File: config.mk
export PLATFORM = sky130hd
export DESIGN_NAME = sr_idle_ctrl
export DESIGN_NICKNAME = d
export VERILOG_FILES = /design/src/rtl/sr_idle_pkg.sv /design/src/rtl/sr_thresh_dec.sv /design/src/rtl/sr_idle_cnt.sv /design/src/rtl/sr_fsm.sv /design/src/rtl/sr_idle_ctrl.sv
export SDC_FILE = /design/constraint.sdc
export NUM_CORES = 1
export LEC_CHECK = 0
export ABC_AREA = 1
export BUFFER_PORTS_ARGS = -buffer_cell sky130_fd_sc_hd__buf_2
export CORE_MARGIN = 2
export CORE_UTILIZATION = 30
export DETAILED_ROUTE_END_ITERATION = 7
export PLACE_DENSITY = 0.53
export SLEW_MARGIN = 10
export SYNTH_ARGS = -nofsm -noshare
export SYNTH_HDL_FRONTEND = slang
export SYNTH_HIERARCHICAL = 1
export SYNTH_SLANG_ARGS = --single-unit
export TNS_END_PERCENT = 30
File: constraint.sdc
create_clock -name clk -period 5.6 [get_ports clk]
set_clock_uncertainty 0.2 [all_clocks]
set_input_delay 1.12 -clock clk [delete_from_list [all_inputs] [get_ports clk]]
set_output_delay 1.12 -clock clk [all_outputs]
set_load 0.02 [all_outputs]
File: src/rtl/sr_idle_pkg.sv
package sr_idle_pkg;
   typedef enum logic [1:0] {
      SR_RUN  = 2'd0,
      SR_SELF = 2'd1,
      SR_WAKE = 2'd2
   } sr_state_e;
endpackage

File: src/rtl/sr_thresh_dec.sv
module sr_thresh_dec #(
   parameter int CODE_W   = 4,
   parameter int CNT_W    = 31,
   parameter int BASE_EXP = 8,
   parameter int EXP_STEP = 2,
   parameter int CODE_MIN = 1,
   parameter int CODE_MAX = 11
) (
   input  logic [CODE_W-1:0] code,
   output logic              code_ok,
   output logic [CNT_W-1:0]  limit_m1
);
   localparam int TOP_EXP = BASE_EXP + EXP_STEP * CODE_MAX;
   localparam int EXP_W   = $clog2(TOP_EXP + 1);
   localparam logic [CNT_W-1:0] ONE = {{(CNT_W-1){1'b0}}, 1'b1};

   generate
      if (TOP_EXP >= CNT_W) begin : g_bad_width
         $error("sr_thresh_dec: counter too narrow for largest threshold");
      end
      if (CODE_MIN < 1 || CODE_MAX >= (1 << CODE_W)) begin : g_bad_range
         $error("sr_thresh_dec: code range does not fit the code field");
      end
   endgenerate

   logic [EXP_W-1:0] exp_v;

   always_comb begin
      code_ok  = (int'(code) >= CODE_MIN) && (int'(code) <= CODE_MAX);
      exp_v    = EXP_W'(BASE_EXP + EXP_STEP * int'(code));
      limit_m1 = code_ok ? ((ONE << exp_v) - ONE) : '1;
   end
endmodule

File: src/rtl/sr_idle_cnt.sv
module sr_idle_cnt #(
   parameter int CNT_W = 31
) (
   input  logic             clk,
   input  logic             rst_n,
   input  logic             clr,
   input  logic             inc,
   input  logic [CNT_W-1:0] limit_m1,
   output logic             at_limit
);
   localparam logic [CNT_W-1:0] CNT_MAX = '1;

   logic [CNT_W-1:0] cnt_q;

   always_ff @(posedge clk or negedge rst_n) begin
      if (!rst_n)                        cnt_q <= '0;
      else if (clr)                      cnt_q <= '0;
      else if (inc && cnt_q != CNT_MAX)  cnt_q <= cnt_q + 1'b1;
   end

   assign at_limit = (cnt_q >= limit_m1);

   // saturating run length never wraps past the threshold
   assert_cnt_sat_R2: assert property (@(posedge clk) disable iff (!rst_n)
      (cnt_q == CNT_MAX && inc && !clr) |=> (cnt_q == CNT_MAX));

   // a clearing cycle restarts the run from zero
   assert_cnt_clear_R4: assert property (@(posedge clk) disable iff (!rst_n)
      clr |=> (cnt_q == '0));
endmodule

File: src/rtl/sr_fsm.sv
module sr_fsm
   import sr_idle_pkg::*;
#(
   parameter int EXIT_DLY = 8
) (
   input  logic      clk,
   input  logic      rst_n,
   input  logic      auto_go,
   input  logic      sw_go,
   input  logic      wake,
   output sr_state_e state,
   output logic      sr_enter,
   output logic      sr_exit
);
   localparam int DLY_W = $clog2(EXIT_DLY + 1);
   localparam logic [DLY_W-1:0] DLY_LAST = DLY_W'(EXIT_DLY);

   generate
      if (EXIT_DLY < 1) begin : g_bad_dly
         $error("sr_fsm: exit delay must be at least one cycle");
      end
   endgenerate

   sr_state_e        nxt;
   logic [DLY_W-1:0] dly_q;

   always_comb begin
      nxt = state;
      unique case (state)
         SR_RUN:  if (auto_go || sw_go) nxt = SR_SELF;
         SR_SELF: if (wake)             nxt = SR_WAKE;
         SR_WAKE: if (dly_q == DLY_LAST) nxt = SR_RUN;
         default: nxt = SR_RUN;
      endcase
   end

   always_ff @(posedge clk or negedge rst_n) begin
      if (!rst_n) begin
         state    <= SR_RUN;
         dly_q    <= '0;
         sr_enter <= 1'b0;
         sr_exit  <= 1'b0;
      end else begin
         state    <= nxt;
         dly_q    <= (state == SR_WAKE) ? dly_q + 1'b1 : '0;
         sr_enter <= (state == SR_RUN)  && (nxt == SR_SELF);
         sr_exit  <= (state == SR_SELF) && (nxt == SR_WAKE);
      end
   end

   // enter command lasts one cycle
   assert_enter_pulse_R3: assert property (@(posedge clk) disable iff (!rst_n)
      sr_enter |=> !sr_enter);

   // exit command follows a wake request seen in self refresh
   assert_exit_cause_R8: assert property (@(posedge clk) disable iff (!rst_n)
      sr_exit |-> ($past(state) == SR_SELF) && $past(wake));

   // wake-up delay is not cut short
   assert_wake_hold_R9: assert property (@(posedge clk) disable iff (!rst_n)
      (state == SR_WAKE && dly_q != DLY_LAST) |=> (state == SR_WAKE));
endmodule

File: src/rtl/sr_idle_ctrl.sv
module sr_idle_ctrl
   import sr_idle_pkg::*;
#(
   parameter int CODE_W   = 4,
   parameter int CNT_W    = 31,
   parameter int BASE_EXP = 8,
   parameter int EXP_STEP = 2,
   parameter int CODE_MIN = 1,
   parameter int CODE_MAX = 11,
   parameter int EXIT_DLY = 8
) (
   input  logic              clk,
   input  logic              rst_n,
   input  logic [CODE_W-1:0] thr_code,
   input  logic              sr_en,
   input  logic              txn_valid,
   input  logic              sw_sr_req,
   input  logic              ctl_idle,
   output logic              sr_enter,
   output logic              sr_exit,
   output logic              sr_active,
   output logic              txn_stall
);
   sr_state_e        state;
   logic             code_ok;
   logic [CNT_W-1:0] limit_m1;
   logic             at_limit;
   logic             quiet;
   logic             cnt_clr;
   logic             auto_go;
   logic             sw_go;
   logic             wake;

   sr_thresh_dec #(
      .CODE_W(CODE_W), .CNT_W(CNT_W), .BASE_EXP(BASE_EXP),
      .EXP_STEP(EXP_STEP), .CODE_MIN(CODE_MIN), .CODE_MAX(CODE_MAX)
   ) u_dec (
      .code(thr_code), .code_ok(code_ok), .limit_m1(limit_m1)
   );

   assign quiet   = ctl_idle && !txn_valid;
   assign cnt_clr = !quiet || (state != SR_RUN);

   sr_idle_cnt #(.CNT_W(CNT_W)) u_cnt (
      .clk(clk), .rst_n(rst_n), .clr(cnt_clr), .inc(quiet),
      .limit_m1(limit_m1), .at_limit(at_limit)
   );

   assign auto_go = quiet && code_ok && sr_en && at_limit;
   assign sw_go   = quiet && sw_sr_req;
   assign wake    = code_ok ? txn_valid : !sw_sr_req;

   sr_fsm #(.EXIT_DLY(EXIT_DLY)) u_fsm (
      .clk(clk), .rst_n(rst_n), .auto_go(auto_go), .sw_go(sw_go),
      .wake(wake), .state(state), .sr_enter(sr_enter), .sr_exit(sr_exit)
   );

   assign sr_active = (state == SR_SELF);
   assign txn_stall = (state != SR_RUN);

   // entry only from a quiet cycle
   assert_enter_quiet_R13: assert property (@(posedge clk) disable iff (!rst_n)
      sr_enter |-> $past(ctl_idle) && !$past(txn_valid));

   // unrequested entry needs a usable code and the enable
   assert_auto_gate_R5: assert property (@(posedge clk) disable iff (!rst_n)
      (sr_enter && !$past(sw_sr_req)) |-> $past(code_ok) && $past(sr_en));

   // with a usable code, leaving is caused by a transaction
   assert_exit_txn_R12: assert property (@(posedge clk) disable iff (!rst_n)
      (sr_exit && $past(code_ok)) |-> $past(txn_valid));

   // exit command always comes with the stall held
   assert_exit_stall_R9: assert property (@(posedge clk) disable iff (!rst_n)
      sr_exit |-> txn_stall && !sr_active);
endmodule

# After elaboration in Yosys (flattened, before gate mapping)

Cells that the tools add are included.

Register bits after elaboration: 39
Output and inout bits: 4

$add $sub $neg: 4
Magnitude comparators: 3
Eq/ne operators: 6
Shift-type cells: 1
Mux-type cells: 9
Reduce and logical (&&, ||, !) cells: 17

Operator list:

| operator                | count |
|---|---|
| $mux W31                | 3 |
| $add A31 B1 Y31 const B | 1 |
| $ge A31 B31 Y1          | 1 |
| $ne A31 B31 Y1 const B  | 1 |
| $shl A1 B5 Y31 const A  | 1 |
| $sub A31 B1 Y31 const B | 1 |
| $logic_and A1 B1 Y1     | 9 |
| $mux W2                 | 3 |
| $pmux W2 S3             | 1 |
| $add A4 B5 Y5 const A   | 1 |
| $add A4 B1 Y4 const B   | 1 |
| $eq A2 B1 Y1 const B    | 2 |
| $eq A2 B2 Y1 const B    | 2 |
| $eq A4 B4 Y1 const B    | 1 |
| $ge A4 B1 Y1 const B    | 1 |
| $le A4 B4 Y1 const B    | 1 |
| $mux W4                 | 1 |
| $reduce_bool A2 Y1      | 2 |
| $logic_not A1 Y1        | 3 |
| $logic_not A2 Y1        | 1 |
| $logic_or A1 B1 Y1      | 2 |
| $mux W1                 | 1 |

# Logic depth before layout (Yosys ltp)

Gate-level depths: netlist of the first run.

Depth in word-level cells: 11
Depth in mapped cells: 27
Mapped depth without buffers: 26

# By module

The synthesis of the first run kept the hierarchy.

Modules (own cells, without submodules):

| module        | times used | cells an instance | area an instance (sq um) | sequential area each (sq um) |
|---|---|---|---|---|
| sr_idle_cnt   | 1          | 451               | 2941.6                   | 775.7 |
| sr_thresh_dec | 1          | 97                | 506.7                    | 0.0 |
| sr_fsm        | 1          | 37                | 347.8                    | 200.2 |
| sr_idle_ctrl  | 1          | 14                | 57.6                     | 0.0 |

# Worst setup path before layout of the first run

OpenSTA, ideal clock, no wires.

Path type: input -> register
Start: input thr_code[2]
End: register u_fsm.state[0]
Data arrival time: 3809 ps
Data required time: 5318 ps
Path slack: 1508 ps
Cell stages on the path: 27
Buffers on the path: 1
Path through: inv_1 > ha_1 > buf_4 > nor2_2 > inv_1 > nor2_1 > inv_1 > ha_1 > nand2_2 > inv_2 > nand2_1 > nand3_1 > nand3_1 > inv_1 > ha_1 > nand2_1 > nor2_1 > nand4_1 > nor2_1 > nand2_1 > nand2_1 > nor2_1 > nand2_1 > nand3_1 > nor2_1 > nor2_1 > o22ai_1

Word-level cells in the longest chain between the ends: 9
Elaborated cells on any way between the ends: 16
Classes of those cells: 2 x add/sub; 3 x order compare; 1 x shift; 5 x mux; 5 x reduce/logical

RTL lines:

| element                 | line                | RTL |
|---|---|---|
| from (decl)             | sr_idle_ctrl.sv:14  | `input logic [CODE_W-1:0] thr_code,` |
| $add A4 B5 Y5           | sr_thresh_dec.sv:30 | `exp_v = EXP_W'(BASE_EXP + EXP_STEP * int'(code));` |
| $shl A1 B5 Y31          | sr_thresh_dec.sv:31 | `limit_m1 = code_ok ? ((ONE << exp_v) - ONE) : '1;` |
| $sub A31 B1 Y31         | sr_thresh_dec.sv:31 |  |
| $mux W31 (*)            | sr_thresh_dec.sv:31 |  |
| net limit_m1[28]        | sr_idle_ctrl.sv:26  | `logic [CNT_W-1:0] limit_m1;` |
| $ge A31 B31 Y1 (*)      | sr_idle_cnt.sv:21   | `assign at_limit = (cnt_q >= limit_m1);` |
| net at_limit            | sr_idle_ctrl.sv:27  | `logic at_limit;` |
| $logic_and A1 B1 Y1 (*) | sr_idle_ctrl.sv:49  | `assign auto_go = quiet && code_ok && sr_en && at_limit;` |
| net auto_go             | sr_idle_ctrl.sv:30  | `logic auto_go;` |
| $logic_or A1 B1 Y1 (*)  | sr_fsm.sv:30        | `SR_RUN: if (auto_go \|\| sw_go) nxt = SR_SELF;` |
| $mux W2 (*)             | sr_fsm.sv:30        |  |
| $pmux W2 S3 (*)         | sr_fsm.sv:29        | `unique case (state)` |
| net u_fsm.nxt[0]        | sr_fsm.sv:24        | `sr_state_e nxt;` |
| to (signal assigned)    | sr_fsm.sv:44        | `state <= nxt;` |
| to (decl)               | sr_fsm.sv:11        | `output sr_state_e state,` |

The timed path passes the listed nets; every way through them passes the cells marked *.
A chain may end at the register's enable or synchronous reset.

# Worst setup path in the final report of the first run

Ends and elaborated chain as after synthesis.

==> qor.yml, run 1 <==
clocking:
  numCtsBuffers: 5
  cts_tree: "done"
  hold_buffers: 0
  clk_pin_slew_worst_paths_ps: 60
  clockBufferDepth: 2
  cts_sinks: 39
  insertion_delay_ps: 290
  ctsResizeCount: 0
  postCtsSetupBuffers: 0
  root_buffer: "clkbuf_16"
  htree_levels: 2
logic_synthesis:
  synthCells: 599
  yosysSeqAreaShare: 0.253
  syn_nets: 647
  synth_cell_types: 37
  syn-cell-area_um2: 3850
  syn_area_per_cell_um2: 6.43
  yosys_register_bits: 39
  yosysWarnings: 6
placed_design:
  gp_congestion: 0.873
  hpwl_um: 7710
  port_buffers: 13
status:
  outcome: "complete, no violations"
setup_path:
  reg2reg_from: "u_fsm/state[0]$_DFF_PN0_"
  rr_endpoint: "u_cnt/cnt_q[23]$_DFFE_PN0P_"
  start_kind: "input port"
  cp.required_ps: 5600
  critPathKind: "input port to register"
  path_max_fanout: 14
  arrival_ps: 4600
  endpoint_kind: "register"
  r2r_cells: 7
  reg2reg_slack_ps: 3030
timing:
  finalSetupViolCount: 0
  maxSlewViolCount: 0
  final.period_utilization: 0.821
  rsz0062_at_grt: "false"
  slew_headroom: 0.359
  worst_pin_slew_ps: 962
  fin_crit_ps: 4600
  hold_violations: 0
  fmax_mhz: 217
  tns_ps: 0
power:
  power.density_nw_per_um2: 184
  ir_drop_uv: 88.4
  power_uw: 771
  p_leak_nw: 2.21
detailed_routing:
  antenna_left: 0
  wire_per_inst_um: 12.6
  drtPass1Iterations: 4
  vias: 3647
  drt_iter0_markers: 188
  route.detailed.drc: 0
  drt-vias-per-instance: 4.67
  wirelength_um: 9820
layout:
  drive_gt1_frac: 0.0920
  fin_util: 0.334
  diodes: 0
  final_common_cell: "nand2_1"
  syn2layout_area_growth_pct: 8.96
  final_cell_mix: "nand2_1 (187), inv_1 (80), nor2_1 (73), nand3_1 (45), dfrtp_1 (39)"
  nets: 656
floorplan:
  dieArea_um2: 13800
  core_um2: 12600
  die_width_um: 117
  io_pins: 14
  rows: 41
  die_h_um: 117
  start_util: 0.307
min_path:
  min_path_type: "register to register"
  whs_path_depth: 1
  whs_endpoint: "u_fsm/dly_q[0]$_DFF_PN0_"
  hp-start: "u_fsm/dly_q[0]$_DFF_PN0_"
global_routing:
  grt_pass1_vias: 3478
  grt_max_degree: 40
  grt_util_all_layers: 0.149
  grt_pass1_wl_um: 16800
  antenna_found_initial: 0
  gr-total-overflow: 0
run:
  maxCapViolCount: 0
==> through the flow <==
step                std cells  hold WS (ps)  worst slack (ps)  instance area [µm²]
floorplan                 599           269              1510                 3850
global placement          773           283               911                 4060
detailed placement        773           299               723                 4060
CTS                       781           306              1020                 4200
global route              781           348               523                 4200
finish                    781           302              1000                 4200
==> power breakdown <==
group / internal [mW] / switching (mW) / total [mW] / leakage [nW]
Sequential: 0.294 / 0.0108 / 0.305 / 0.542
Combinational: 0.0532 / 0.135 / 0.188 / 1.60
Clock: 0.165 / 0.114 / 0.278 / 0.0679
==> kinds of logic (layout without fill, tap and decap cells) <==
| kind of cell | Yosys count | after routing | synth area share |
|---|---|---|---|
| flops | 39 | 39 | 0.253 |
| fa+ha+maj | 38 | 38 | 0.123 |
| xor+xnor | 13 | 13 | 0.0295 |
| simple gates | 356 | 356 | 0.410 |
| buf+inv | 100 | 110 | 0.108 |
| compound gates | 53 | 53 | 0.0757 |
==> worst max-delay path: stages <==
cell,delay (ps)
buf_2,240
inv_1,170
ha_1,460
nor2_2,220
inv_1,80
nor2_1,130
inv_1,60
ha_1,220
nand2_2,160
inv_2,90
nand2_1,90
nand3_1,70
nand3_1,70
inv_1,40
ha_1,290
nand2_1,50
nor2_1,130
nand4_1,130
nor2_1,170
nand2_1,70
nand2_1,60
nor2_1,40
nand2_1,90
nand3_1,80
nor2_1,100
nor2_1,60
o22ai_1,120
==> flip-flops by register name (all words and copies together) (netlist names) <==
register	flops
u_fsm/state	2
u_fsm/dly_q	4
u_cnt/cnt_q	31
u_fsm/sr_enter	1
u_fsm/sr_exit	1
==> metal layers <==
| layer | vias up | share of wire | global-route usage |
|---|---|---|---|
| li1 | 1915 | - | - |
| met1 | 1671 | 0.47 | 0.198 |
| met2 | 49 | 0.47 | 0.251 |
| met3 | 12 | 0.036 | 0.0253 |
| met4 | 0 | 0.018 | 0.0399 |
| met5 | - | 0 | 0 |
==> final cells by class <==
cell class | instances | area, µm²
Timing Repair Buffer | 14 | 72.6
Clock inverter | 1 | 5.00
Sequential cell | 39 | 976
Inverter | 88 | 338
Clock buffer | 7 | 133
Multi-Input combinational cell | 460 | 2460
Tap cell | 172 | 215
Fill cell | 1374 | 8370
==> synthesized netlist by cell type, drive strengths merged <==
cell / instances / area [µm²]
xor2: 9 / 78.8
and2: 1 / 6.26
or2: 2 / 12.5
clkbuf: 2 / 7.51
nand4: 19 / 119
a21oi: 21 / 109
ha: 38 / 475
a21o: 1 / 8.76
clkinv: 1 / 8.76
o21bai: 4 / 30.0
nand3b: 3 / 22.5
nor3b: 1 / 7.51
buf: 10 / 72.6
o21a: 1 / 7.51
dfrtp: 39 / 976
o22ai: 1 / 6.26
o211ai: 1 / 7.51
inv: 87 / 329
nand3: 45 / 225
xnor2: 4 / 35.0
nor2: 88 / 407
nand2: 197 / 779
o21ai: 23 / 115
o31ai: 1 / 7.51
==> how the worst max path moves through the flow <==
stage / end / from / cells past startpoint / slack [ps]
2_1_floorplan: u_fsm/state[0]$_DFF_PN0_ / thr_code[2] / 27 / 1510
3_3_place_gp: u_fsm/state[0]$_DFF_PN0_ / thr_code[2] / 27 / 910
3_5_place_dp: u_fsm/state[0]$_DFF_PN0_ / thr_code[2] / 27 / 720
4_1_cts: u_fsm/state[0]$_DFF_PN0_ / thr_code[2] / 27 / 1020
5_1_grt: u_fsm/state[0]$_DFF_PN0_ / thr_code[2] / 27 / 520
6_report: u_fsm/state[0]$_DFF_PN0_ / thr_code[2] / 27 / 1000
No activity file was read; power rests on OpenSTA's default activity.
==> inputs of run 2 (changes only) <==
Clock period 5.6 ns to 4.5 ns, I/O delays scaled along.
==> qor.yml, run 2 (synthesized netlist as in run 1, its figures left out) <==
status:
  outcome: "complete, no violations"
timing:
  fmax_mhz: 253
  fin_crit_ps: 3960
  rsz0062_at_grt: "false"
  final.period_utilization: 0.880
  worst_pin_slew_ps: 1000
  finalSetupViolCount: 0
  maxSlewViolCount: 0
  hold_violations: 0
  slew_headroom: 0.333
  tns_ps: 0
  hold_slack_ps: 306
  setup_ws_ps: 542
run:
  maxCapViolCount: 0
clocking:
  insertion_delay_ps: 280
  cts_sinks: 39
  htree_levels: 2
  root_buffer: "clkbuf_16"
  clk_pin_slew_worst_paths_ps: 60
  numCtsBuffers: 5
  clockBufferDepth: 2
  postCtsSetupBuffers: 0
  cts_tree: "done"
layout:
  largestRegisters: "u_cnt/cnt_q x31, u_fsm/dly_q x4, u_fsm/state x2"
  multi_input_area_um2: 2470
  regArea_um2: 976
  fin_util: 0.337
  fin_area_um2: 4240
  syn2layout_area_growth_pct: 9.90
  drive_gt1_frac: 0.103
  diodes: 0
  largest_reg_flops: 31
  final_cell_count_no_fill: 783
  nets: 659
  final_cell_mix: "nand2_1 (187), inv_1 (79), nor2_1 (72), nand3_1 (45), dfrtp_1 (39)"
  top_register: "u_cnt/cnt_q"
  final_common_cell: "nand2_1"
  nFillCells: 1360
floorplan:
  io_pins: 14
  die_h_um: 117
  core_um2: 12600
  dieArea_um2: 13800
  start_util: 0.307
  die_width_um: 117
  rows: 41
setup_path:
  reg2reg_slack_ps: 2130
  path_max_fanout: 7
  critPathKind: "input port to register"
  cp.required_ps: 4500
  arrival_ps: 3960
  endpoint_kind: "register"
  start_kind: "input port"
power:
  power.density_nw_per_um2: 231
  ir_drop_uv: 109
  power_uw: 977
  p_leak_nw: 2.23
detailed_routing:
  route.detailed.drc: 0
  antenna_left: 0
  drt-vias-per-instance: 4.76
  wirelength_um: 9970
  drtPass1Iterations: 5
  vias: 3724
  drt_iter0_markers: 222
  wire_per_inst_um: 12.7
placed_design:
  dp.cells: 776
  gp_congestion: 0.866
  port_buffers: 13
  place_area_um2: 4080
  hpwl_um: 7770
  dpl_worst_slack_ps: 151
global_routing:
  grt_pass1_wl_um: 17400
  gr-total-overflow: 0
  antenna_found_initial: 0
  grt_max_degree: 40
  grt_util_all_layers: 0.154
  grt_pass1_vias: 3618
min_path:
  min_path_type: "register to register"
## run 2: changes by cell type in the layout (fill, tap and decap cells not counted)
cell / change
nor3b_2: +1
nor2_2: +1
inv_1: -1
clkbuf_1: -2
nor2_1: -1
inv_2: +1
clkbuf_8: +1
buf_4: +3
nor3b_1: -1
## run 2: final timing paths
check,cells after the start,end,start
max reg2reg,8,u_cnt/cnt_q[22]$_DFFE_PN0P_,u_cnt/cnt_q[1]$_DFFE_PN0P_
max in group asynchronous,1,u_cnt/cnt_q[11]$_DFFE_PN0P_,rst_n
min,1,u_fsm/dly_q[0]$_DFF_PN0_,u_fsm/dly_q[0]$_DFF_PN0_
min in group asynchronous,1,u_cnt/cnt_q[25]$_DFFE_PN0P_,rst_n
max,27,u_fsm/state[0]$_DFF_PN0_,thr_code[2]
min reg2reg,1,u_fsm/dly_q[0]$_DFF_PN0_,u_fsm/dly_q[0]$_DFF_PN0_
## run 2: layout make-up
type                       count  area share
clock inverter                 1     0.00118
clock buffer                   6      0.0328
multi-input combinational    460       0.583
tap                          172      0.0508
sequential                    39       0.230
timing repair buffer          17      0.0225
inverter                      88      0.0798
## run 2: critical path, stage by stage
cell and delay, ps:
buf_2 110, inv_2 100, ha_1 260, nor2_2 180
inv_1 80, nor2_1 150, inv_1 60, ha_1 220
nand2_2 160, inv_2 100, nor2_1 90, nor2_1 50
o21ai_1 70, inv_1 50, ha_1 290, nand2_1 60
nor2_1 120, nand2_1 110, nor3b_2 190, nand2_1 70
nand2_1 60, nor2_1 40, nand2_1 90, nand3_1 80
nor2_1 100, nor2_1 70, o22ai_1 110
## run 2: power by group
| group | internal [mW] | total, mW | switching [mW] |
|---|---|---|---|
| combinational | 0.0699 | 0.242 | 0.172 |
| sequential | 0.365 | 0.380 | 0.0141 |
| clock | 0.217 | 0.356 | 0.140 |
## run 2: layer usage
metal  part of all wire  wire length (µm)  up-vias  global-route usage
li1                   -                 -     1923                   -
met1               0.47              4730     1711               0.205
met2               0.47              4670       79               0.257
met3              0.038               382       11              0.0258
met4              0.020               196        0              0.0414
met5                  0                 0        -                   0
## run 2: repair_timing
action / CTS / global route
resized for setup: 0 / 3
hold buffers: 0 / 0
setup endpoints to repair: 0 / 2
